--- src/rtl/uart_irq_pkg.sv ---
package uart_irq_pkg;

  localparam int NUM_SRC = 5;
  localparam int CODE_W  = 4;
  localparam int STAT_W  = 8;

  // Source index doubles as priority rank (0 = most urgent).
  typedef enum int unsigned {
    SRC_LINE_ERR = 0,
    SRC_RX_READY = 1,
    SRC_RX_TMO   = 2,
    SRC_TX_EMPTY = 3,
    SRC_MODEM    = 4
  } srcIdx_e;

  localparam logic [CODE_W-1:0] SRC_CODE [NUM_SRC] = '{
    4'b0110,  // line error
    4'b0100,  // data ready
    4'b1100,  // time-out
    4'b0010,  // transmit empty
    4'b0000   // modem change
  };

  localparam logic [CODE_W-1:0] IDLE_CODE = 4'b0001;

  // Strobes from control to datapath.
  typedef struct packed {
    logic [NUM_SRC-1:0] clrMask;
    logic               loadCfg;
  } ctrlStrobe_t;

endpackage

--- src/rtl/uart_irq_pick.sv ---
module uart_irq_pick
  import uart_irq_pkg::*;
#(
  parameter int N = NUM_SRC
) (
  input  logic [N-1:0]      pend,
  output logic [N-1:0]      winner,
  output logic              anyPend,
  output logic [CODE_W-1:0] code
);

  // Lowest index wins; later indices are masked by everything above them.
  logic [N:0] seenAbove;

  assign seenAbove[0] = 1'b0;

  for (genvar g = 0; g < N; g++) begin : g_rank
    assign winner[g]      = pend[g] & ~seenAbove[g];
    assign seenAbove[g+1] = seenAbove[g] | pend[g];
  end

  assign anyPend = seenAbove[N];

  always_comb begin
    code = IDLE_CODE;
    for (int i = 0; i < N; i++) begin
      if (winner[i]) code = SRC_CODE[i];
    end
  end

endmodule

--- src/rtl/uart_irq_ctrl.sv ---
module uart_irq_ctrl
  import uart_irq_pkg::*;
#(
  parameter int N = NUM_SRC
) (
  input  logic         statusRd,
  input  logic         cfgWr,
  input  logic [N-1:0] winner,
  output ctrlStrobe_t  strobe
);

  // The read retires exactly the source on display in this cycle.
  always_comb begin
    strobe.clrMask = statusRd ? winner : '0;
    strobe.loadCfg = cfgWr;
  end

endmodule

--- src/rtl/uart_irq_dp.sv ---
module uart_irq_dp
  import uart_irq_pkg::*;
#(
  parameter int N = NUM_SRC
) (
  input  logic              clk,
  input  logic              rst,
  input  ctrlStrobe_t       strobe,
  input  logic [N-1:0]      evtIn,
  input  logic [N-1:0]      cfgEnables,
  input  logic              cfgFifoOn,
  output logic [N-1:0]      winner,
  output logic [STAT_W-1:0] statusData,
  output logic              irqOut
);

  logic [N-1:0]      enReg;
  logic [N-1:0]      enNext;
  logic [N-1:0]      pendReg;
  logic              fifoReg;
  logic              anyPend;
  logic [CODE_W-1:0] code;

  assign enNext = strobe.loadCfg ? cfgEnables : enReg;

  always_ff @(posedge clk) begin
    if (rst) begin
      enReg   <= '0;
      fifoReg <= 1'b0;
    end else if (strobe.loadCfg) begin
      enReg   <= cfgEnables;
      fifoReg <= cfgFifoOn;
    end
  end

  // Clear first, then set: a same-cycle event survives its own clear.
  for (genvar g = 0; g < N; g++) begin : g_flag
    always_ff @(posedge clk) begin
      if (rst) pendReg[g] <= 1'b0;
      else     pendReg[g] <= enNext[g] & ((pendReg[g] & ~strobe.clrMask[g]) | evtIn[g]);
    end
  end

  uart_irq_pick #(.N(N)) u_pick (
    .pend    (pendReg),
    .winner  (winner),
    .anyPend (anyPend),
    .code    (code)
  );

  assign statusData = {fifoReg, fifoReg, 2'b00, code};
  assign irqOut     = anyPend;

endmodule

--- src/rtl/uart_irq_prio.sv ---
module uart_irq_prio
  import uart_irq_pkg::*;
(
  input  logic         clk,
  input  logic         rst,
  input  logic [4:0]   evtIn,
  input  logic         statusRd,
  input  logic         cfgWr,
  input  logic [4:0]   cfgEnables,
  input  logic         cfgFifoOn,
  output logic [7:0]   statusData,
  output logic         irqOut
);

  ctrlStrobe_t        strobe;
  logic [NUM_SRC-1:0] winner;

  uart_irq_ctrl #(.N(NUM_SRC)) u_ctrl (
    .statusRd (statusRd),
    .cfgWr    (cfgWr),
    .winner   (winner),
    .strobe   (strobe)
  );

  uart_irq_dp #(.N(NUM_SRC)) u_dp (
    .clk        (clk),
    .rst        (rst),
    .strobe     (strobe),
    .evtIn      (evtIn),
    .cfgEnables (cfgEnables),
    .cfgFifoOn  (cfgFifoOn),
    .winner     (winner),
    .statusData (statusData),
    .irqOut     (irqOut)
  );

endmodule

--- config.mk ---
export PLATFORM = sky130hd
export DESIGN_NAME = uart_irq_prio
export DESIGN_NICKNAME = d
export VERILOG_FILES = /design/src/rtl/uart_irq_pkg.sv /design/src/rtl/uart_irq_pick.sv /design/src/rtl/uart_irq_ctrl.sv /design/src/rtl/uart_irq_dp.sv /design/src/rtl/uart_irq_prio.sv
export SDC_FILE = /design/constraint.sdc
export NUM_CORES = 1
export LEC_CHECK = 0
export ABC_AREA = 1
export BUFFER_PORTS_ARGS = -buffer_cell sky130_fd_sc_hd__buf_4
export CORE_MARGIN = 4
export CORE_UTILIZATION = 25
export DETAILED_ROUTE_END_ITERATION = 12
export PLACE_DENSITY = 0.5
export SETUP_SLACK_MARGIN = 0.5
export SLEW_MARGIN = 20
export SYNTH_ARGS = -nofsm -noshare
export SYNTH_HDL_FRONTEND = slang
export SYNTH_SLANG_ARGS = --single-unit
--- constraint.sdc ---
create_clock -name clk -period 0.85 [get_ports clk]
set_clock_uncertainty 0.05 [all_clocks]
set_input_delay 0.0425 -clock clk [delete_from_list [all_inputs] [get_ports clk]]
set_output_delay 0.0425 -clock clk [all_outputs]
set_load 0.02 [all_outputs]
; After elaboration in Yosys (flattened, before gate mapping)
; Cells that the tools add are included.
[totals]
ff_bits = 11
input_bits = 15
out_inout_bits = 9
word_cells = 46
[op_classes]
mux = 7
bitwise = 32
[op_table]
columns = op, n
row1 = $mux 4, 4
row2 = $and 1x1->1, 14
row3 = $mux 5, 2
row4 = $not 1->1, 9
row5 = $or 1x1->1, 9
row6 = $mux 3, 1

; Longest topological paths before layout
; Gate-level depths: netlist (run 1).
[depth]
depth_word = 10
mapped_depth = 4

; Cells and area by module
; A second synthesis (run 1) with hierarchy kept.
[unflattened]
hier_cells = 95
area_unflattened_um2 = 626.9
[by_module_without_submodules]
columns = module, instances, cells_each, area_per_inst_um2
row1 = uart_irq_dp, 1, 66, 495.5
row2 = uart_irq_pick, 1, 18, 86.3
row3 = uart_irq_ctrl, 1, 11, 45.0

; Worst setup path before layout (run 1)
; Ideal clock, no wire load.
[synth_timing]
path_type = flip-flop to output port
startpoint = register u_dp.pendReg[0]
endpoint = output port statusData[1]
arrival_ns = 1.180
t_required_ns = 0.757
path_slack_ns = -0.423
path_stages_with_launch = 4
path_buffers = 0
cell_sequence = dfxtp_1 nor2_2 nand2_1 o21ai_0
[synth_between]
elab_chain_len = 6
word_cells_on_any_way = 16
cone_classes = mux: 5 / bitwise: 11
[synth_lines]
columns = element, line
row1 = start: declaration, uart_irq_dp.sv:19  ; logic [N-1:0] pendReg;
row2 = start signal: indexed assignment, uart_irq_dp.sv:40  ; else pendReg[g] <= enNext[g] & ((pendReg[g] & ~strobe.clrMask[g]) | evtIn[g]);
row3 = $not 1->1 or $or 1x1->1 (tied branches), "uart_irq_pick.sv:18, uart_irq_pick.sv:19"
row4 = "$and 1x1->1, or another cell as far along", uart_irq_pick.sv:18  ; assign winner[g] = pend[g] & ~seenAbove[g];
row5 = "$mux 4, or another cell as far along (2 in series)", uart_irq_pick.sv:27  ; if (winner[i]) code = SRC_CODE[i];
row6 = $mux 4 or $and 1x1->1 (tied branches), "uart_irq_pick.sv:27, uart_irq_pick.sv:18"
row7 = $mux 4 (*), uart_irq_pick.sv:27
row8 = end: declaration, uart_irq_prio.sv:11  ; output logic [7:0] statusData,
; Mark *: on every way between the ends. The rest lies on a longest branch, timed or not.

; Worst setup path after layout (run 1)
[layout_timing]
startpoint = register u_dp.pendReg[1]
endpoint = output port statusData[1]
[layout_between]
elab_chain_len = 6
word_cells_on_any_way = 14
cone_classes = mux: 4 / bitwise: 10
[layout_lines]
columns = element, line
row1 = $or 1x1->1, uart_irq_pick.sv:19  ; assign seenAbove[g+1] = seenAbove[g] | pend[g];
row2 = $not 1->1 or $or 1x1->1 (tied branches), "uart_irq_pick.sv:18, uart_irq_pick.sv:19"
row3 = "$and 1x1->1, or another cell as far along", uart_irq_pick.sv:18
row4 = "$mux 4, or another cell as far along", uart_irq_pick.sv:27
row5 = $mux 4 or $and 1x1->1 (tied branches), "uart_irq_pick.sv:27, uart_irq_pick.sv:18"
row6 = $mux 4 (*), uart_irq_pick.sv:27
; Marks and branches as above.

==> metrics, run 1 <==
outcome=finished with violations; failing checks=negative hold slack, negative setup slack; Leak=0.397 nW; Slew Limit Fails=0; drt pass-1 iters=2; Synthesis Warnings=0; Final period util=1.41; die area=2670 um^2; flop and latch count out of synthesis=11; Fill cells=197; layout cells sized above 1=0.641; DIE WIDTH=51.7 um; crit path time final=1.20 ns; Mapped Cells=63; Peak VDD IR=812 uV; Pwr Density=1480 nW/um^2; maxcap violations=0; main combinational cell family by area after synthesis=simple AND/OR/NAND/NOR gates; setup_tns=-1.98 ns; Setup CP Type=flop to output port; wirelength, routed=1070 um; Ports=24; XOR/XNOR Fraction of Synth Area=0; PnR worst setup slack=-0.351 ns; Residual DRC=0; initial cell density of the core=0.270; wire length on met3=95 um; via count=472; Num CTS Buffers=3; post-synthesis simple-gate area fraction=0.239; endpoints failing setup=8; post-synth top area cell=dfxtp_1; Nets=108; Yosys cell types=19; Sink Count=11; Avg WL per Cell=9.10 um; register area share after synthesis=0.462; synthesized-area fraction occupied by adder cells=0; top sig layer=met4; placed inst area=724 um^2; vias in the first global route=455; Area Overhead vs Synth=72.4%; Hold Crit Class=input pin to flop; FP Rows=15; gr ovfl total=0; synthesized cell area=477 um^2; Syn Area/Cell=7.57 um^2; Synth Area in Compound Gates=0.150; worst hold slack=-0.0788 ns; CP arrival=1.11 ns; commonest non-fill, non-tap cells in the layout=23 x buf_4, 8 x nand2_1, 7 x nor2_1, 6 x buf_6, 5 x dfxtp_2; first-pass GRT wire length=1840 um; Yosys top cell area share=0.462; area of the multi-input gates=258 um^2; Final ANT Viol Nets=0; CP Max Fanout=4; largest net degree at the start of global routing=9; metal1 wirelength=453 um; routability cong.=0.697; DR vias/cell=4.03; Core Util, Final=0.466; met2 WL=484 um; core area=1760 um^2; Buffers on Ports=21; Final Hold Viols=11; Sequential Area=234 um^2; CTS tree=done; CTS root buf=clkbuf_4; total power=1.22 mW; initial antenna violation count=0; RSZ-0062 raised after global routing=yes; dpl hpwl=829 um; Fmax achieved=0.833 GHz; all-layer global routing usage=0.0968; Clock transition at path regs=0.06 ns; htree depth=1; fin area=822 um^2; CP Launch Type=flop; worst skew pair latency=0.27 ns; commonest non-fill, non-tap cell in the layout=buf_4; Chip Height=51.7 um; CP Capture Type=output port; # diodes=0; top cells by area, synth=dfxtp_1 46%, buf_4 7.9%, nand2_1 7.9%; CP Data Required Time=0.76 ns; Detailed Route Iter0 Violations=2; mux share of post-synthesis cell area=0; Clock Path Buffers=2
worst max-delay path, stage by stage (launching register included):
cell	delay, ns
dfxtp_2	0.34
nor2_4	0.15
nand2_2	0.10
o21ai_4	0.13
buf_6	0.13
layout make-up:
cell class              count  area share
clock buffers               4      0.0320
inverters                   8      0.0396
multi-input cells          40       0.314
flip-flops and latches     11       0.285
well taps                  25      0.0381
repair buffers             29       0.292
Yosys cell counts, drive strengths merged:
| cell type | n |
|---|---|
| a21oi | 6 |
| nand2 | 10 |
| o21a | 1 |
| conb | 1 |
| a21boi | 2 |
| nor2 | 10 |
| o21ai | 3 |
| inv | 8 |
| buf | 5 |
| dfxtp | 11 |
| nand3 | 2 |
| nor3 | 3 |
| nand4 | 1 |
repair_timing:
action	CTS	global route
resized for setup	15	5
setup endpoints to repair	18	18
pin swaps	5	3
hold endpoints to repair	11	11
buffers inserted	1	1
per-layer routing:
metal | vias up | global-route usage
li1 | 254 | -
met3 | 4 | 0.0372
met5 | - | 0
met1 | 198 | 0.105
met4 | 0 | 0.0786
met2 | 16 | 0.148
cell families (layout without fill, tap and decap cells):
| kind of cell | after synthesis | in the layout |
|---|---|---|
| simple gates | 26 | 26 |
| other cells | 1 | 2 |
| compound gates | 12 | 12 |
| buf+inv | 13 | 41 |
| flops | 11 | 11 |
path summary, 6_finish.rpt:
path,start,slack (ns),end,depth (start not counted)
setup / recovery,u_dp.pendReg[1]$_SDFF_PP0_,-0.35,statusData[1],4
hold / removal,evtIn[0],-0.08,u_dp.pendReg[0]$_SDFF_PP0_,2
setup reg to reg,u_dp.pendReg[1]$_SDFF_PP0_,-0.15,u_dp.pendReg[3]$_SDFF_PP0_,5
hold reg to reg,u_dp.enReg[0]$_SDFF_PP0_,0.42,u_dp.enReg[0]$_SDFF_PP0_,2
stage by stage:
step / std cells / setup WS (ns) / hold slack (ns)
final: 117 / -0.351 / -0.0788
after global routing: 117 / -0.433 / -0.0777
after CTS: 116 / -0.364 / -0.0866
after detailed placement: 111 / -0.111 / 0.209
after global placement: 111 / -0.0991 / 0.206
after floorplan: 64 / -0.0859 / 0.110
power by group:
part           internal (mW)  leakage, nW  switching [mW]  total (mW)
clock network          0.182       0.0150           0.164       0.345
registers              0.542       0.0938          0.0176       0.560
logic                  0.161        0.289           0.153       0.315
registers in the layout (all words and copies together) (netlist names):
signal	flops
u_dp.enReg	5
u_dp.fifoReg	1
u_dp.pendReg	5
(Power assumes the default switching activity.)
==> run 2: changes to the inputs <==
--- a/config.mk
+++ b/config.mk
@@ -7,12 +7,14 @@
 export LEC_CHECK = 0
 export ABC_AREA = 1
 export BUFFER_PORTS_ARGS = -buffer_cell sky130_fd_sc_hd__buf_4
-export CORE_MARGIN = 4
-export CORE_UTILIZATION = 25
+export CAP_MARGIN = 15
+export CORE_AREA = 4 4 41 43
 export DETAILED_ROUTE_END_ITERATION = 12
-export PLACE_DENSITY = 0.5
+export DIE_AREA = 0 0 45 47
+export PLACE_DENSITY = 0.67
 export SETUP_SLACK_MARGIN = 0.5
 export SLEW_MARGIN = 20
 export SYNTH_ARGS = -nofsm -noshare
 export SYNTH_HDL_FRONTEND = slang
 export SYNTH_SLANG_ARGS = --single-unit
+export TNS_END_PERCENT = 50
==> run 2 against run 1 <==
  * The run still ends with negative hold slack, negative setup slack left
  * Wire length down 0.66%
  * Critical path depth grew 1
  * Global-route usage up 1.4 points
  * Cell count down 8.5%
  * Largest cell class unchanged
  * Highest routed layer is now met3
==> metrics, run 2 (synthesis results as in run 1) <==
Core Util, Final=0.626 (was 0.466); htree depth=1 (unchanged); Ports=24 (unchanged); Residual DRC=0 (unchanged); CP Data Required Time=0.76 ns (about the same); CP Capture Type=output port (unchanged); first-pass GRT wire length=1660 um (was 1840 um); initial antenna violation count=0 (unchanged); wirelength, routed=1060 um (was 1070 um); pre-CTS setup slack=-0.125 ns (was -0.111 ns); CTS root buf=clkbuf_4 (unchanged); outcome=finished with violations (unchanged); die area=2120 um^2 (was 2670 um^2); crit path time final=1.19 ns (was 1.20 ns); Nets=108 (unchanged); Peak VDD IR=750 uV (was 812 uV); dpl hpwl=845 um (was 829 um); area of the multi-input gates=263 um^2 (was 258 um^2); via count=485 (was 472); failing checks=negative hold slack, negative setup slack (unchanged); Setup CP Type=flop to output port (unchanged); Final period util=1.41 (about the same); all-layer global routing usage=0.110 (was 0.0968); hold path startpoint=evtIn[0] (unchanged); vias in the first global route=409 (was 455); Final Hold Viols=11 (unchanged); Slew Limit Fails=0 (unchanged); worst skew pair latency=0.26 ns (was 0.27 ns); CP Launch Type=flop (unchanged); DR vias/cell=4.53 (was 4.03); Final ANT Viol Nets=0 (unchanged); core area=1300 um^2 (was 1760 um^2); Num CTS Buffers=3 (unchanged); Chip Height=47 um (was 51.7 um); fin area=815 um^2 (was 822 um^2); Fmax achieved=0.837 GHz (was 0.833 GHz); total power=1.22 mW (about the same); Sequential Area=233 um^2 (was 234 um^2); placed inst area=707 um^2 (was 724 um^2); Top Registers=u_dp.enReg: 5 flops, u_dp.pendReg: 5 flops, u_dp.fifoReg: 1 flops (unchanged); Pwr Density=1500 nW/um^2 (was 1480 nW/um^2); CP Max Fanout=4 (unchanged); CTS tree=done (unchanged); routability cong.=0.707 (was 0.697); worst setup path start=u_dp.pendReg[1]$_SDFF_PP0_ (unchanged); PnR worst setup slack=-0.345 ns (was -0.351 ns); Hold Crit Class=input pin to flop (unchanged); met2 WL=551 um (was 484 um); Clock transition at path regs=0.07 ns (was 0.06 ns); Sink Count=11 (unchanged); CP arrival=1.10 ns (was 1.11 ns); worst hold slack=-0.0666 ns (was -0.0788 ns); setup_tns=-1.97 ns (was -1.98 ns); RSZ-0062 raised after global routing=yes (unchanged); layout cells sized above 1=0.674 (was 0.641); commonest non-fill, non-tap cells in the layout=22 x buf_4, 7 x nand2_1, 7 x buf_6, 7 x dfxtp_2, 6 x nor2_1 (was 23 x buf_4, 8 x nand2_1, 7 x nor2_1, 6 x buf_6, 5 x dfxtp_2); maxcap violations=0 (unchanged); gr ovfl total=0 (unchanged); # diodes=0 (unchanged); wire length on met3=84 um (was 95 um); Leak=0.395 nW (was 0.397 nW); Fill cells=121 (was 197); metal1 wirelength=422 um (was 453 um); commonest non-fill, non-tap cell in the layout=buf_4 (unchanged); reg2reg start=u_dp.pendReg[1]$_SDFF_PP0_ (unchanged); DIE WIDTH=45 um (was 51.7 um); top sig layer=met3 (was met4); FP Rows=13 (was 15); Area Overhead vs Synth=70.9% (was 72.4%); Detailed Route Iter0 Violations=5 (was 2); endpoints failing setup=8 (unchanged); largest net degree at the start of global routing=9 (unchanged); Buffers on Ports=21 (unchanged); Avg WL per Cell=9.89 um (was 9.10 um); initial cell density of the core=0.366 (was 0.270); Clock Path Buffers=2 (unchanged); drt pass-1 iters=3 (was 2)
[run 2: worst max-delay path, stage by stage (launching register included)]
cell     delay [ns]
dfxtp_2        0.34
nor2_4         0.15
nand3_2        0.10
nor2_4         0.10
inv_2          0.04
buf_6          0.12
[run 2: timing repair]
item | 4_1_cts | 5_1_grt
buffers inserted | 1 | 1
endpoints found under the setup margin | 18 | 18
hold endpoints to repair | 11 | 11
pin swaps | 12 | 10
gates resized for setup | 18 | 7
[run 2: worst paths after layout]
path                                      to  slack [ns]  depth (start not counted)
hold reg to reg     u_dp.enReg[0]$_SDFF_PP0_        0.41                          2
setup reg to reg  u_dp.pendReg[3]$_SDFF_PP0_       -0.17                          5
setup / recovery                      irqOut       -0.34                          5
hold / removal    u_dp.pendReg[0]$_SDFF_PP0_       -0.07                          2
[run 2: power by group]
| part | internal, mW | leakage (nW) | total (mW) | switching (mW) |
|---|---|---|---|---|
| combinational | 0.163 | 0.286 | 0.318 | 0.155 |
| sequential | 0.544 | 0.0939 | 0.562 | 0.0178 |
| clock | 0.181 | 0.0150 | 0.343 | 0.162 |
[run 2: through the flow]
| step | cells | hold WS, ns |
|---|---|---|
| after floorplan | 64 | 0.110 |
| after global placement | 101 | 0.203 |
| after detailed placement | 101 | 0.210 |
| after CTS | 106 | -0.0703 |
| after global routing | 107 | -0.0732 |
| final | 107 | -0.0666 |
[run 2: cell type report]
class,instances,share of cell area
Multi-Input combinational cell,40,0.323
Clock buffer,4,0.0323
Sequential cell,11,0.286
Timing Repair Buffer,29,0.300
Inverter,8,0.0369
Tap cell,15,0.0230
[run 2: per-layer routing]
layer  GRT usage  vias up
met5           0        -
met4      0.0702        0
met3      0.0345        0
met2       0.167       15
met1       0.136      218
li1            -      252
==> run 3: changes to the inputs <==
==> constraint.sdc (replaced) <==
create_clock -name clk -period 0.85 [get_ports clk]
set_clock_uncertainty 0.05 [all_clocks]
set_input_delay 0.0425 -clock clk [delete_from_list [all_inputs] [get_ports clk]]
set_output_delay 0.0425 -clock clk [all_outputs]
set_load 0.05 [all_outputs]
==> run 3 against run 2 <==
  * Largest power group unchanged
  * Core utilization is 0.58 points higher
  * Global-route usage rose by 1.7 points
  * Sequential cell count stayed put
  * Clock power rose by 3%
  * Sequential power barely moved
  * Hold slack lost 0.0083 ns
  * Sequential share of layout area is 0.41 points lower
  * The run still ends with negative hold slack, negative setup slack left
  * Non-clock buffer count is 1 lower
  * Cell area rose by 0.92%
  * Critical path depth decreased by 1
  * Clock-buffer cell count did not move
  * Combinational power increased by 27%
==> metrics, run 3 (synthesis results as in run 1) <==
crit path time final=1.22 ns (was 1.19 ns); Leak=0.397 nW (was 0.395 nW); # diodes=0 (unchanged); reg-to-reg endpoint=u_dp.pendReg[2]$_SDFF_PP0_ (was u_dp.pendReg[3]$_SDFF_PP0_); metal1 wirelength=405 um (was 422 um); top sig layer=met4 (was met3); commonest non-fill, non-tap cell in the layout=buf_4 (unchanged); drt pass-1 iters=4 (was 3); dpl hpwl=869 um (was 845 um); endpoints failing setup=10 (was 8); Psw=428 uW (was 335 uW); CTS root buf=clkbuf_4 (unchanged); Reg power frac=0.426 (was 0.460); Switching Share=0.324 (was 0.274); Pwr Density=1610 nW/um^2 (was 1500 nW/um^2); Core Util, Final=0.632 (was 0.626); Clock Path Buffers=2 (unchanged); CP Max Fanout=3 (was 4); commonest non-fill, non-tap cells in the layout=20 x buf_4, 9 x nand2_1, 7 x nor2_1, 6 x buf_6, 6 x dfxtp_2 (was 22 x buf_4, 7 x nand2_1, 7 x buf_6, 7 x dfxtp_2, 6 x nor2_1); DR vias/cell=4.52 (was 4.53); Worst Setup EP=statusData[1] (was irqOut); Sink Count=11 (unchanged); failing checks=negative hold slack, negative setup slack (unchanged); Setup CP Type=flop to output port (unchanged); Levels on crit path=4 (was 5); Area Overhead vs Synth=72.4% (was 70.9%); wirelength, routed=1160 um (was 1060 um); reg2reg start=u_dp.pendReg[1]$_SDFF_PP0_ (unchanged); CP Launch Type=flop (unchanged); Clock transition at path regs=0.07 ns (about the same); RSZ-0062 raised after global routing=yes (unchanged); clock power share=0.268 (was 0.281); Avg WL per Cell=11.0 um (was 9.89 um); CP arrival=1.13 ns (was 1.10 ns); PnR worst setup slack=-0.373 ns (was -0.345 ns); worst skew pair latency=0.27 ns (was 0.26 ns); Final Hold Viols=11 (unchanged); via count=479 (was 485); R2R depth=5 (unchanged); wire length on met3=76 um (was 84 um); CP Capture Type=output port (unchanged); htree depth=1 (unchanged); Slew Limit Fails=0 (unchanged); Final period util=1.44 (was 1.41); outcome=finished with violations (unchanged); Buffers on Ports=21 (unchanged); FP Rows=13 (unchanged); layout cells sized above 1=0.637 (was 0.674); vias in the first global route=444 (was 409); Hold Crit Class=input pin to flop (unchanged); hold path startpoint=evtIn[0] (unchanged); Top Registers=u_dp.enReg: 5 flops, u_dp.pendReg: 5 flops, u_dp.fifoReg: 1 flops (unchanged); die area=2120 um^2 (unchanged); r2r setup slk=-0.17 ns (about the same); placed inst area=706 um^2 (was 707 um^2); initial cell density of the core=0.366 (unchanged); Detailed Route Iter0 Violations=5 (unchanged); worst hold slack=-0.0749 ns (was -0.0666 ns); initial antenna violation count=0 (unchanged); worst setup path start=u_dp.pendReg[1]$_SDFF_PP0_ (unchanged); routability cong.=0.701 (was 0.707); Num CTS Buffers=3 (unchanged); DIE WIDTH=45 um (unchanged); CP Data Required Time=0.76 ns (about the same); Chip Height=47 um (unchanged); Peak VDD IR=973 uV (was 750 uV); first-pass GRT wire length=1760 um (was 1660 um); maxcap violations=0 (unchanged); met2 WL=647 um (was 551 um); Crit path buffers/inverters=1 (was 2); Final ANT Viol Nets=0 (unchanged); Residual DRC=0 (unchanged); max incr delay on CP=0.34 ns (about the same); Fmax achieved=0.818 GHz (was 0.837 GHz); P_int=895 uW (was 888 uW); Logic pwr share=0.306 (was 0.260); Nets=107 (was 108); crit path max-delay cell type=dfxtp_2 (unchanged); CTS tree=done (unchanged); pre-CTS setup slack=-0.160 ns (was -0.125 ns); largest net degree at the start of global routing=9 (unchanged); core area=1300 um^2 (unchanged); all-layer global routing usage=0.127 (was 0.110); gr ovfl total=0 (unchanged); critical path's top delay family=flip-flops (was simple AND/OR/NAND/NOR gates); Ports=24 (unchanged); Cell Chain, Critical Path=nor2_4 -> nand2_2 -> o21ai_4 -> buf_6 (was nor2_4 -> nand3_2 -> nor2_4 -> inv_2 -> buf_6); fin area=822 um^2 (was 815 um^2)
-- run 3: changes by cell type in the layout (fill, tap and decap cells not counted), moves of 2 or more --
cell / delta
nand2_2: -2
buf_8: +2
nand2_1: +2
nor3_2: -2
buf_4: -2
-- run 3: worst min path at each step --
| stage | to | cells past startpoint | slack, ns |
|---|---|---|---|
| floorplan | u_dp.pendReg[3]$_SDFF_PP0_ | 2 | 0.11 |
| finish | u_dp.pendReg[0]$_SDFF_PP0_ | 2 | -0.07 |
| global route | u_dp.enReg[2]$_SDFF_PP0_ | 2 | -0.07 |
| CTS | u_dp.pendReg[0]$_SDFF_PP0_ | 2 | -0.08 |
| detailed placement | u_dp.pendReg[0]$_SDFF_PP0_ | 2 | 0.21 |
| global placement | u_dp.pendReg[3]$_SDFF_PP0_ | 3 | 0.21 |
-- run 3: worst register-to-register path, cell delays in order (launching register included) --
cell,delay (ns)
dfxtp_2,0.34
nor2_4,0.14
buf_4,0.14
nand2_1,0.07
a21oi_2,0.14
nor3_2,0.04
-- run 3: layout make-up --
| cell class | instances | area (um^2) |
|---|---|---|
| sequential | 11 | 231 |
| clock buffer | 4 | 26.3 |
| timing repair buffer | 28 | 248 |
| fill | 100 | 479 |
| multi-input combinational | 40 | 265 |
| inverter | 8 | 32.5 |
| tap | 15 | 18.8 |
-- run 3: metrics by stage --
stage | TNS, ns | power (mW) | instances
floorplan | -1.14 | 0.809 | 64
global placement | -0.684 | 0.924 | 101
detailed placement | -0.842 | 0.928 | 101
CTS | -2.38 | 1.33 | 106
global route | -2.83 | 1.38 | 106
finish | -2.32 | 1.32 | 106
-- run 3: metal layers --
layer | vias up | GRT usage
li1 | 248 | -
met1 | 213 | 0.113
met2 | 14 | 0.229
met3 | 4 | 0.0460
met4 | 0 | 0.105
met5 | - | 0
-- run 3: power groups by stage --
| stage | combinational (mW) | clock (mW) | sequential [mW] |
|---|---|---|---|
| 3_5_place_dp | 0.359 | 0 | 0.569 |
| 5_1_grt | 0.431 | 0.382 | 0.567 |
| 3_3_place_gp | 0.357 | 0 | 0.568 |
| 2_1_floorplan | 0.241 | 0 | 0.567 |
| 4_1_cts | 0.400 | 0.368 | 0.562 |
| 6_report | 0.404 | 0.354 | 0.564 |
-- run 3: timing repair --
action / in CTS / in global routing
hold endpoints to repair: 11 / 11
pin swaps: 14 / 9
buffers inserted: 1 / 0
setup endpoints to repair: 18 / 18
gates resized for setup: 25 / 5
